$ cat src/rtl/intc_pkg.sv
package intc_pkg;

  typedef enum logic [1:0] {
    ACC_PLAIN = 2'd0,
    ACC_SET   = 2'd1,
    ACC_CLR   = 2'd2,
    ACC_TOG   = 2'd3
  } acc_mode_e;

  localparam int CTRL_IRQ_EN_BIT = 16;
  localparam int CTRL_RSE_BIT    = 18;
  localparam int CTRL_NONEST_BIT = 19;

  localparam logic [31:0] CTRL_MASK  = (32'd1 << CTRL_IRQ_EN_BIT) |
                                       (32'd1 << CTRL_RSE_BIT) |
                                       (32'd1 << CTRL_NONEST_BIT);
  localparam logic [31:0] CFG_MASK   = 32'h0F0F_0F0F;
  localparam logic [31:0] VBASE_MASK = 32'hFFFF_FFFC;

  function automatic logic [31:0] apply_acc(input logic [31:0] cur,
                                            input logic [31:0] wd,
                                            input acc_mode_e   m);
    case (m)
      ACC_SET:  return cur | wd;
      ACC_CLR:  return cur & ~wd;
      ACC_TOG:  return cur ^ wd;
      default:  return wd;
    endcase
  endfunction

endpackage

$ cat src/rtl/intc_arbiter.sv
module intc_arbiter #(
  parameter int N_SRC  = 64,
  parameter int PRIO_W = 2,
  localparam int N_LVL = 1 << PRIO_W,
  localparam int ID_W  = $clog2(N_SRC)
) (
  input  logic                           clk,
  input  logic                           rst_n,
  input  logic [N_SRC-1:0]               pend,
  input  logic [N_SRC-1:0][PRIO_W-1:0]   prio,
  input  logic [N_LVL-1:0]               lvl_ok,
  output logic                           win_vld,
  output logic [ID_W-1:0]                win_id,
  output logic [PRIO_W-1:0]              win_lvl
);

  logic [N_LVL-1:0] lv_hit;
  logic [ID_W-1:0]  lv_id [N_LVL];

  for (genvar l = 0; l < N_LVL; l++) begin : g_lvl
    logic            hit_g;
    logic [ID_W-1:0] id_g;
    always_comb begin
      hit_g = 1'b0;
      id_g  = '0;
      for (int i = N_SRC - 1; i >= 0; i--) begin
        if (pend[i] && prio[i] == PRIO_W'(l)) begin
          hit_g = 1'b1;
          id_g  = ID_W'(i);
        end
      end
    end
    assign lv_hit[l] = hit_g && lvl_ok[l];
    assign lv_id[l]  = id_g;
  end

  always_comb begin
    win_vld = 1'b0;
    win_id  = '0;
    win_lvl = '0;
    for (int l = 0; l < N_LVL; l++) begin
      if (lv_hit[l]) begin
        win_vld = 1'b1;
        win_id  = lv_id[l];
        win_lvl = PRIO_W'(l);
      end
    end
  end


  win_is_pending_chk: assert property (@(posedge clk) disable iff (!rst_n)
    win_vld |-> (pend[win_id] && prio[win_id] == win_lvl && lvl_ok[win_lvl]));

endmodule

$ cat src/rtl/intc_level_track.sv
module intc_level_track #(
  parameter int PRIO_W = 2,
  localparam int N_LVL = 1 << PRIO_W
) (
  input  logic              clk,
  input  logic              rst_n,
  input  logic              no_nest,
  input  logic              set_vld,
  input  logic [PRIO_W-1:0] set_lvl,
  input  logic [N_LVL-1:0]  ack_mask,
  output logic [N_LVL-1:0]  lvl_ok,
  output logic              any_isv
);

  logic [N_LVL-1:0]  isv;
  logic [PRIO_W-1:0] top_lvl;
  logic [N_LVL-1:0]  set_dec;

  assign set_dec = set_vld ? (N_LVL'(1) << set_lvl) : '0;

  always_ff @(posedge clk or negedge rst_n) begin
    if (!rst_n) isv <= '0;
    else        isv <= (isv & ~ack_mask) | set_dec;
  end

  always_comb begin
    top_lvl = '0;
    for (int l = 0; l < N_LVL; l++)
      if (isv[l]) top_lvl = PRIO_W'(l);
  end

  assign any_isv = |isv;

  for (genvar l = 0; l < N_LVL; l++) begin : g_ok
    assign lvl_ok[l] = no_nest ? !any_isv
                               : (!any_isv || PRIO_W'(l) > top_lvl);
  end


  set_lands_chk: assert property (@(posedge clk) disable iff (!rst_n)
    set_vld |=> isv[$past(set_lvl)]);


  ack_clears_chk: assert property (@(posedge clk) disable iff (!rst_n)
    (ack_mask[0] && !set_dec[0]) |=> !isv[0]);

endmodule

$ cat src/rtl/prio_intc.sv
module prio_intc
  import intc_pkg::*;
#(
  parameter int N_SRC  = 64,
  parameter int PRIO_W = 2,
  parameter int ADDR_W = 9
) (
  input  logic              clk,
  input  logic              rst_n,
  input  logic [N_SRC-1:0]  src_req,
  input  logic [ADDR_W-1:2] bus_addr,
  input  logic              bus_wr,
  input  logic              bus_rd,
  input  logic [31:0]       bus_wdata,
  output logic [31:0]       bus_rdata,
  output logic              irq
);

  localparam int N_LVL  = 1 << PRIO_W;
  localparam int ID_W   = $clog2(N_SRC);
  localparam int N_CFG  = N_SRC / 4;
  localparam int N_RAW  = N_SRC / 32;
  localparam int IDX_W  = ADDR_W - 4;
  localparam int CFG_IW = $clog2(N_CFG);
  localparam int RAW_IW = (N_RAW > 1) ? $clog2(N_RAW) : 1;

  localparam logic [IDX_W-1:0] I_VEC   = IDX_W'(0);
  localparam logic [IDX_W-1:0] I_ACK   = IDX_W'(1);
  localparam logic [IDX_W-1:0] I_CTRL  = IDX_W'(2);
  localparam logic [IDX_W-1:0] I_STAT  = IDX_W'(3);
  localparam logic [IDX_W-1:0] I_RAW0  = IDX_W'(4);
  localparam logic [IDX_W-1:0] I_CFG0  = IDX_W'(4 + N_RAW);
  localparam logic [IDX_W-1:0] I_VBASE = IDX_W'(4 + N_RAW + N_CFG);
  localparam logic [IDX_W-1:0] I_UNDEF = IDX_W'(5 + N_RAW + N_CFG);

  logic [IDX_W-1:0] idx;
  acc_mode_e        mode;
  logic [31:0]      ctrl_q, vbase_q, undef_q;
  logic [31:0]      cfg_q [N_CFG];
  logic [ID_W-1:0]  stat_id_q;

  assign idx  = bus_addr[ADDR_W-1:4];
  assign mode = acc_mode_e'(bus_addr[3:2]);

  logic [CFG_IW-1:0] cfg_sel;
  logic [RAW_IW-1:0] raw_sel;
  logic              in_cfg, in_raw;
  assign cfg_sel = CFG_IW'(idx - I_CFG0);
  assign raw_sel = RAW_IW'(idx - I_RAW0);
  assign in_cfg  = (idx >= I_CFG0) && (idx < I_VBASE);
  assign in_raw  = (idx >= I_RAW0) && (idx < I_CFG0);

  // per-source fields
  logic [N_SRC-1:0]             pend;
  logic [N_SRC-1:0][PRIO_W-1:0] prio;
  for (genvar i = 0; i < N_SRC; i++) begin : g_src
    assign prio[i] = cfg_q[i/4][8*(i%4) +: PRIO_W];
    assign pend[i] = cfg_q[i/4][8*(i%4) + 2] &
                     (src_req[i] | cfg_q[i/4][8*(i%4) + 3]);
  end

  logic [31:0] raw_w [N_RAW];
  for (genvar k = 0; k < N_RAW; k++) begin : g_raw
    assign raw_w[k] = src_req[32*k +: 32];
  end

  // arbitration and level tracking
  logic              win_vld;
  logic [ID_W-1:0]   win_id;
  logic [PRIO_W-1:0] win_lvl;
  logic [N_LVL-1:0]  lvl_ok;
  logic              any_isv;
  logic              take;
  logic [N_LVL-1:0]  ack_mask;

  intc_arbiter #(.N_SRC(N_SRC), .PRIO_W(PRIO_W)) u_arb (
    .clk     (clk),
    .rst_n   (rst_n),
    .pend    (pend),
    .prio    (prio),
    .lvl_ok  (lvl_ok),
    .win_vld (win_vld),
    .win_id  (win_id),
    .win_lvl (win_lvl)
  );

  intc_level_track #(.PRIO_W(PRIO_W)) u_lvl (
    .clk      (clk),
    .rst_n    (rst_n),
    .no_nest  (ctrl_q[CTRL_NONEST_BIT]),
    .set_vld  (take),
    .set_lvl  (win_lvl),
    .ack_mask (ack_mask),
    .lvl_ok   (lvl_ok),
    .any_isv  (any_isv)
  );

  assign take = win_vld && (idx == I_VEC) &&
                (ctrl_q[CTRL_RSE_BIT] ? bus_rd : bus_wr);
  assign ack_mask = (bus_wr && idx == I_ACK) ? bus_wdata[N_LVL-1:0] : '0;

  assign irq = ctrl_q[CTRL_IRQ_EN_BIT] & win_vld;

  // vector
  logic [31:0] vec_val;
  assign vec_val = win_vld ? (vbase_q + {{(30-ID_W){1'b0}}, win_id, 2'b00})
                           : undef_q;

  // register writes
  always_ff @(posedge clk or negedge rst_n) begin
    if (!rst_n) begin
      ctrl_q    <= '0;
      vbase_q   <= '0;
      undef_q   <= '0;
      stat_id_q <= '0;
      for (int c = 0; c < N_CFG; c++) cfg_q[c] <= '0;
    end else begin
      if (take) stat_id_q <= win_id;
      if (bus_wr) begin
        if (idx == I_CTRL)
          ctrl_q <= apply_acc(ctrl_q, bus_wdata, mode) & CTRL_MASK;
        else if (idx == I_VBASE)
          vbase_q <= apply_acc(vbase_q, bus_wdata, mode) & VBASE_MASK;
        else if (idx == I_UNDEF)
          undef_q <= apply_acc(undef_q, bus_wdata, mode);
        else if (in_cfg)
          cfg_q[cfg_sel] <= apply_acc(cfg_q[cfg_sel], bus_wdata, mode) & CFG_MASK;
      end
    end
  end

  // read mux
  always_comb begin
    bus_rdata = '0;
    if (idx == I_VEC)        bus_rdata = vec_val;
    else if (idx == I_CTRL)  bus_rdata = ctrl_q;
    else if (idx == I_STAT)  bus_rdata = {{(32-ID_W){1'b0}}, stat_id_q};
    else if (in_raw)         bus_rdata = raw_w[raw_sel];
    else if (in_cfg)         bus_rdata = cfg_q[cfg_sel];
    else if (idx == I_VBASE) bus_rdata = vbase_q;
    else if (idx == I_UNDEF) bus_rdata = undef_q;
  end


  no_nest_quiet_chk: assert property (@(posedge clk) disable iff (!rst_n)
    (ctrl_q[CTRL_NONEST_BIT] && any_isv) |-> !irq);


  take_drops_chk: assert property (@(posedge clk) disable iff (!rst_n)
    take |=> !(win_vld && win_lvl <= $past(win_lvl)));

endmodule

$ cat config.mk
export PLATFORM = sky130hd
export DESIGN_NAME = prio_intc
export DESIGN_NICKNAME = d
export VERILOG_FILES = /design/src/rtl/intc_pkg.sv /design/src/rtl/intc_arbiter.sv /design/src/rtl/intc_level_track.sv /design/src/rtl/prio_intc.sv
export SDC_FILE = /design/constraint.sdc
export NUM_CORES = 1
export LEC_CHECK = 0
export BUFFER_PORTS_ARGS = -buffer_cell sky130_fd_sc_hd__buf_2
export CORE_ASPECT_RATIO = 0.8
export CORE_MARGIN = 8
export CORE_UTILIZATION = 35
export DETAILED_ROUTE_END_ITERATION = 10
export GPL_ROUTABILITY_DRIVEN = 0
export PLACE_DENSITY_LB_ADDON = 0.05
export SYNTH_ARGS = -nofsm -noshare
export SYNTH_HDL_FRONTEND = slang
export SYNTH_SLANG_ARGS = --single-unit
$ cat constraint.sdc
create_clock -name clk -period 7.2 [get_ports clk]
set_clock_uncertainty 0.1 [all_clocks]
set_input_delay 1.08 -clock clk [delete_from_list [all_inputs] [get_ports clk]]
set_output_delay 1.08 -clock clk [all_outputs]
set_load 0.01 [all_outputs]
==> impl.org <==
** Power
- Sequential cells burn 23.3% of the power.
- Power density relative to cell area :: 461 mW/mm²
- Peak supply drop :: 229 µV
- Net switching power figure :: 7580 µW
- Cell internal power was estimated by the tool at 8240 µW.
- Share of total power in combinational logic :: 61.7%
- Clock Power Share :: 15.0%
- Sw Ratio :: 47.9%
- Leakage power total :: 0.0148 µW

** Logic synthesis
- Counting distinct cell types in the post-synthesis netlist gives 83.
- Share of Yosys cell area claimed by the top area cell type :: 31.0%
- The largest total area in the synthesized netlist belongs to sky130_fd_sc_hd__dfrtp_1.
- Counting flops and latches in the post-synthesis netlist gives 331.
- Sequential share of the synthesized area :: 31.0%
- Post-synthesis cell count :: 3270
- Share of async-settable or async-resettable flops after synthesis :: 100%
- Averaged over all synthesized cells, the footprint is 8.16 µm².
- Number of synthesized flops with an enable pin :: 0
- Cell area after technology mapping :: 0.0267 mm²
- The number of nets in the synthesized netlist is 3548.
- Among all flip-flop cells after synthesis, the most frequent one is sky130_fd_sc_hd__dfrtp_1.
- YS warnings :: 0
- Top cells by area in the synthesized netlist :: sky130_fd_sc_hd__dfrtp_1, sky130_fd_sc_hd__a21oi_1, sky130_fd_sc_hd__nor2_1

** Global route
- The number of global-route vias before repair is 27900.
- Overall Global Routing Usage :: 31.2%
- The first global-routing pass estimated 199 mm of wire.
- Number of antenna violations at the first check in global routing :: 9
- Entering global routing, the biggest net connects 138 pins.
- For this run the aggregate overflow at the end of global routing stands at 0.

** Finish
- Layout-stage area growth over the synthesis result :: 28.7%
- Of the cells placed in the final design, the portion with a size suffix greater than 1 is 25.5%.
- After the last flow step, the layout net total stands at 4077.
- Finished layout cell area :: 0.0343 mm²

** Clocking
- No sink is reached through more buffers than the 3 on the longest clock path.
- Counting the buffers created by CTS gives 43.
- The clock reaches the later pin of the worst-skew pair after 0.60 ns.
- Number of buffers inserted for hold repair after clock tree synthesis :: 0
- The clock drives 331 sinks.
- H-tree Lvls :: 2
- Root buffer selected by CTS :: sky130_fd_sc_hd__clkbuf_16
- Clock-pin slew on the worst setup and hold paths :: 0.06 ns
- TritonCTS clock tree :: yes

** Floorplanning
- CORE AREA :: 0.0754 mm²
- The die covers 0.0854 mm².
- Height of the chip :: 263 µm
- Initial standard-cell utilization of the core :: 35.4%
- The floorplan step set the die width to 325 µm.
- Pin placement for this block handled 140 I/O pins.
- After floorplanning, the core was divided into 90 placement rows.

** STA
- Relative slew slack :: 8.65%
- Setup repair after global routing could not meet its margin everywhere.
- Max-slew violation total from the final report :: 0
- Worst Hold Slack :: 0.378 ns
- Aggregate negative setup slack :: -0.916 ns
- Final count of negative-setup-slack endpoints :: 11
- Min setup slack post-route :: -0.181 ns
- For the pin with the worst max-slew slack, the measured transition is 1.37 ns.
- Post-layout minimum cycle time :: 7.38 ns
- Timing would allow up to 0.135 GHz.
- Final Hold Viols :: 0
- Tcrit/Tclk final :: 103%

** Place
- Post-Place Worst Slack :: -0.668 ns
- The count of buffers added on input and output ports is 139.
- Half-perimeter wire length after placement :: 109 mm
- After detailed placement, the total cell area comes to 0.0320 mm².

** Route
- The first detailed-routing pass ran for 6 iterations.
- Wires add up to 140 mm.
- Routed WL per cell :: 29.0 µm
- Routed vias/inst :: 6.24
- In the routed design, unresolved DRC markers number 0.
- Once detail routing completed, the nets flagged for antenna violations numbered 0.
- Routed vias :: 30200
- Iteration-0 DRC count of the detailed router :: 4405

** Setup path
- The worst register-to-register path begins at cfg_q[410].
- The worst register-to-register path has a setup slack of 2.73 ns.
- WS Path Type :: primary input to output port
- Data on the critical path is required at its endpoint by 6.02 ns.
- STA puts the critical path data arrival time at 6.20 ns.
- The worst register-to-register path ends at stat_id_q[4].
- Critical Path Start Type :: primary input
- In this run the worst path has a maximum fanout of 8.
- Measured in cells, the most critical reg-to-reg path has a length of 15.
- The critical path starts at src_req[2].
- STA classifies the critical path endpoint as an output port.

** Worst hold path
- The tightest min-delay check is of the primary input to asynchronous set/reset pin type.

** Run status
- Violations in the final reports :: negative setup slack
- The flow ran to the end, but the final reports show violations.

** Run
- Across the run, the number of max-cap violations was 0.
==> cells by family (layout without fill, tap and decap cells) <==
group           after synthesis  in the layout  share of synthesized area [%]
compound gates             1197           1197                           27.8
xor+xnor                     28             28                          0.919
fa+ha+maj                   171            171                           8.05
buf+inv                     337            898                           4.82
flops                       331            331                           31.0
mux                         151            151                           9.55
other cells                   0              5                              0
simple gates               1055           1055                           17.8
==> worst max path at each step <==
stage	endpoint	slack (ns)	depth (start not counted)
5_1_grt	bus_rdata[18]	-0.37	24
4_1_cts	bus_rdata[18]	-0.21	24
3_3_place_gp	bus_rdata[18]	-0.59	24
2_1_floorplan	bus_rdata[18]	0.08	21
6_report	bus_rdata[18]	-0.18	24
3_5_place_dp	bus_rdata[12]	-0.67	24
==> layout by cell type, fill, tap and decap left out, types with 8 or more instances in the layout <==
cell type	synthesis	routed
sky130_fd_sc_hd__a211oi_1	79	74
sky130_fd_sc_hd__a21oi_1	525	506
sky130_fd_sc_hd__a21oi_4	0	12
sky130_fd_sc_hd__a22oi_1	34	34
sky130_fd_sc_hd__a31oi_1	14	14
sky130_fd_sc_hd__buf_2	6	130
sky130_fd_sc_hd__buf_4	4	526
sky130_fd_sc_hd__buf_6	0	11
sky130_fd_sc_hd__clkbuf_16	0	43
sky130_fd_sc_hd__clkbuf_8	0	8
sky130_fd_sc_hd__dfrtp_1	331	331
sky130_fd_sc_hd__ha_1	170	169
sky130_fd_sc_hd__inv_1	144	143
sky130_fd_sc_hd__mux2i_1	60	60
sky130_fd_sc_hd__mux4_2	82	82
sky130_fd_sc_hd__nand2_1	111	110
sky130_fd_sc_hd__nand2b_1	13	13
sky130_fd_sc_hd__nand3_1	38	32
sky130_fd_sc_hd__nand4_1	22	22
sky130_fd_sc_hd__nor2_1	582	571
sky130_fd_sc_hd__nor2_2	0	10
sky130_fd_sc_hd__nor2b_1	20	19
sky130_fd_sc_hd__nor3_1	133	122
sky130_fd_sc_hd__nor3_2	0	11
sky130_fd_sc_hd__nor3b_1	25	20
sky130_fd_sc_hd__nor4_1	43	32
sky130_fd_sc_hd__o2111ai_1	64	63
sky130_fd_sc_hd__o211ai_1	102	102
sky130_fd_sc_hd__o21a_1	11	11
sky130_fd_sc_hd__o21ai_0	131	115
sky130_fd_sc_hd__o21ai_1	22	27
sky130_fd_sc_hd__o21ai_2	2	8
sky130_fd_sc_hd__o22ai_1	91	86
sky130_fd_sc_hd__o31ai_1	17	16
sky130_fd_sc_hd__o32a_1	8	8
sky130_fd_sc_hd__or2_2	11	11
sky130_fd_sc_hd__or3_1	20	19
sky130_fd_sc_hd__or4_1	10	8
sky130_fd_sc_hd__xnor2_1	26	24
==> critical path: stages <==
cell and delay [ns]:
sky130_fd_sc_hd__buf_2 0.14, sky130_fd_sc_hd__o21ai_1 0.19, sky130_fd_sc_hd__nor3b_1 0.10, sky130_fd_sc_hd__or4_4 0.53
sky130_fd_sc_hd__or4b_4 0.56, sky130_fd_sc_hd__o41ai_4 0.26, sky130_fd_sc_hd__o211ai_1 0.19, sky130_fd_sc_hd__or4_1 0.46
sky130_fd_sc_hd__o211ai_2 0.28, sky130_fd_sc_hd__and2_4 0.21, sky130_fd_sc_hd__ha_4 0.13, sky130_fd_sc_hd__inv_2 0.04
sky130_fd_sc_hd__fa_2 0.37, sky130_fd_sc_hd__nor2b_2 0.15, sky130_fd_sc_hd__o21ai_2 0.08, sky130_fd_sc_hd__a21boi_2 0.16
sky130_fd_sc_hd__o21ai_2 0.08, sky130_fd_sc_hd__a211oi_2 0.21, sky130_fd_sc_hd__buf_6 0.19, sky130_fd_sc_hd__and4_1 0.22
sky130_fd_sc_hd__xnor2_1 0.12, sky130_fd_sc_hd__mux2i_1 0.09, sky130_fd_sc_hd__o221ai_1 0.17, sky130_fd_sc_hd__buf_2 0.16
==> flip-flops by register name, summed over array words and instances (netlist names) <==
signal,cells
cfg_q,256
ctrl_q,3
u_lvl.isv,4
undef_q,32
vbase_q,30
stat_id_q,6
==> area by class of cell <==
| type | count | area (µm²) |
|---|---|---|
| Tap cell | 1012 | 1270 |
| Clock inverter | 21 | 309 |
| Timing Repair Buffer | 676 | 4880 |
| Clock buffer | 56 | 1190 |
| Sequential cell | 331 | 8280 |
| Inverter | 145 | 544 |
| Fill cell | 7485 | 41100 |
| Multi-Input combinational cell | 2602 | 17800 |
| Antenna cell | 5 | 12.5 |
==> Yosys cell counts (7+ instances only) <==
master                        n
sky130_fd_sc_hd__o32a_1       8
sky130_fd_sc_hd__buf_1       21
sky130_fd_sc_hd__a21oi_1    525
sky130_fd_sc_hd__or3_1       20
sky130_fd_sc_hd__nor3_1     133
sky130_fd_sc_hd__clkbuf_1   161
sky130_fd_sc_hd__dfrtp_1    331
sky130_fd_sc_hd__o21ai_1     22
sky130_fd_sc_hd__o21a_1      11
sky130_fd_sc_hd__nand4_1     22
sky130_fd_sc_hd__o31ai_1     17
sky130_fd_sc_hd__a31oi_1     14
sky130_fd_sc_hd__o2111ai_1   64
sky130_fd_sc_hd__mux4_2      82
sky130_fd_sc_hd__o21ai_0    131
sky130_fd_sc_hd__nor4_1      43
sky130_fd_sc_hd__nand3_1     38
sky130_fd_sc_hd__nor2b_1     20
sky130_fd_sc_hd__a211oi_1    79
sky130_fd_sc_hd__nand2b_1    13
sky130_fd_sc_hd__o22ai_1     91
sky130_fd_sc_hd__a22oi_1     34
sky130_fd_sc_hd__mux2i_1     60
sky130_fd_sc_hd__ha_1       170
sky130_fd_sc_hd__or4_1       10
sky130_fd_sc_hd__a211o_1      7
sky130_fd_sc_hd__and3_1       8
sky130_fd_sc_hd__nor2_1     582
sky130_fd_sc_hd__nor3b_1     25
sky130_fd_sc_hd__xnor2_1     26
sky130_fd_sc_hd__inv_1      144
sky130_fd_sc_hd__o211ai_1   102
sky130_fd_sc_hd__or2_2       11
sky130_fd_sc_hd__nand2_1    111
==> power by group through the flow <==
stage | combinational (µW) | sequential, µW | clock [µW]
floorplan | 4290 | 3190 | 0
detailed placement | 8540 | 3610 | 0
finish | 9760 | 3690 | 2370
global route | 10200 | 3750 | 2480
CTS | 8760 | 3600 | 2400
global placement | 8460 | 3610 | 0
==> through the flow <==
step,utilization (%),total power [µW],cells
2_1_floorplan,-,7480,3270
3_3_place_gp,42.5,12100,4736
6_report,45.5,15800,4848
4_1_cts,44.8,14800,4824
3_5_place_dp,42.5,12100,4736
5_1_grt,45.5,16400,4844
==> per-layer routing <==
metal  part of all wire, %  up-vias  track usage [%]
met5                 0.048        -                0
met4                   4.7       10             12.3
met3                    13      320             11.1
met2                    40     1808             42.9
met1                    43    14800             44.1
li1                      -    13300                -
==> what timing repair did <==
action | in CTS | in global routing
endpoints found under the hold margin | 0 | 0
resized for setup | 49 | 71
gates cloned | 0 | 0
setup endpoints to repair | 24 | 24
setup buffers | 12 | 19
pin swaps | 18 | 33
Power figures use the tool's default switching activity.
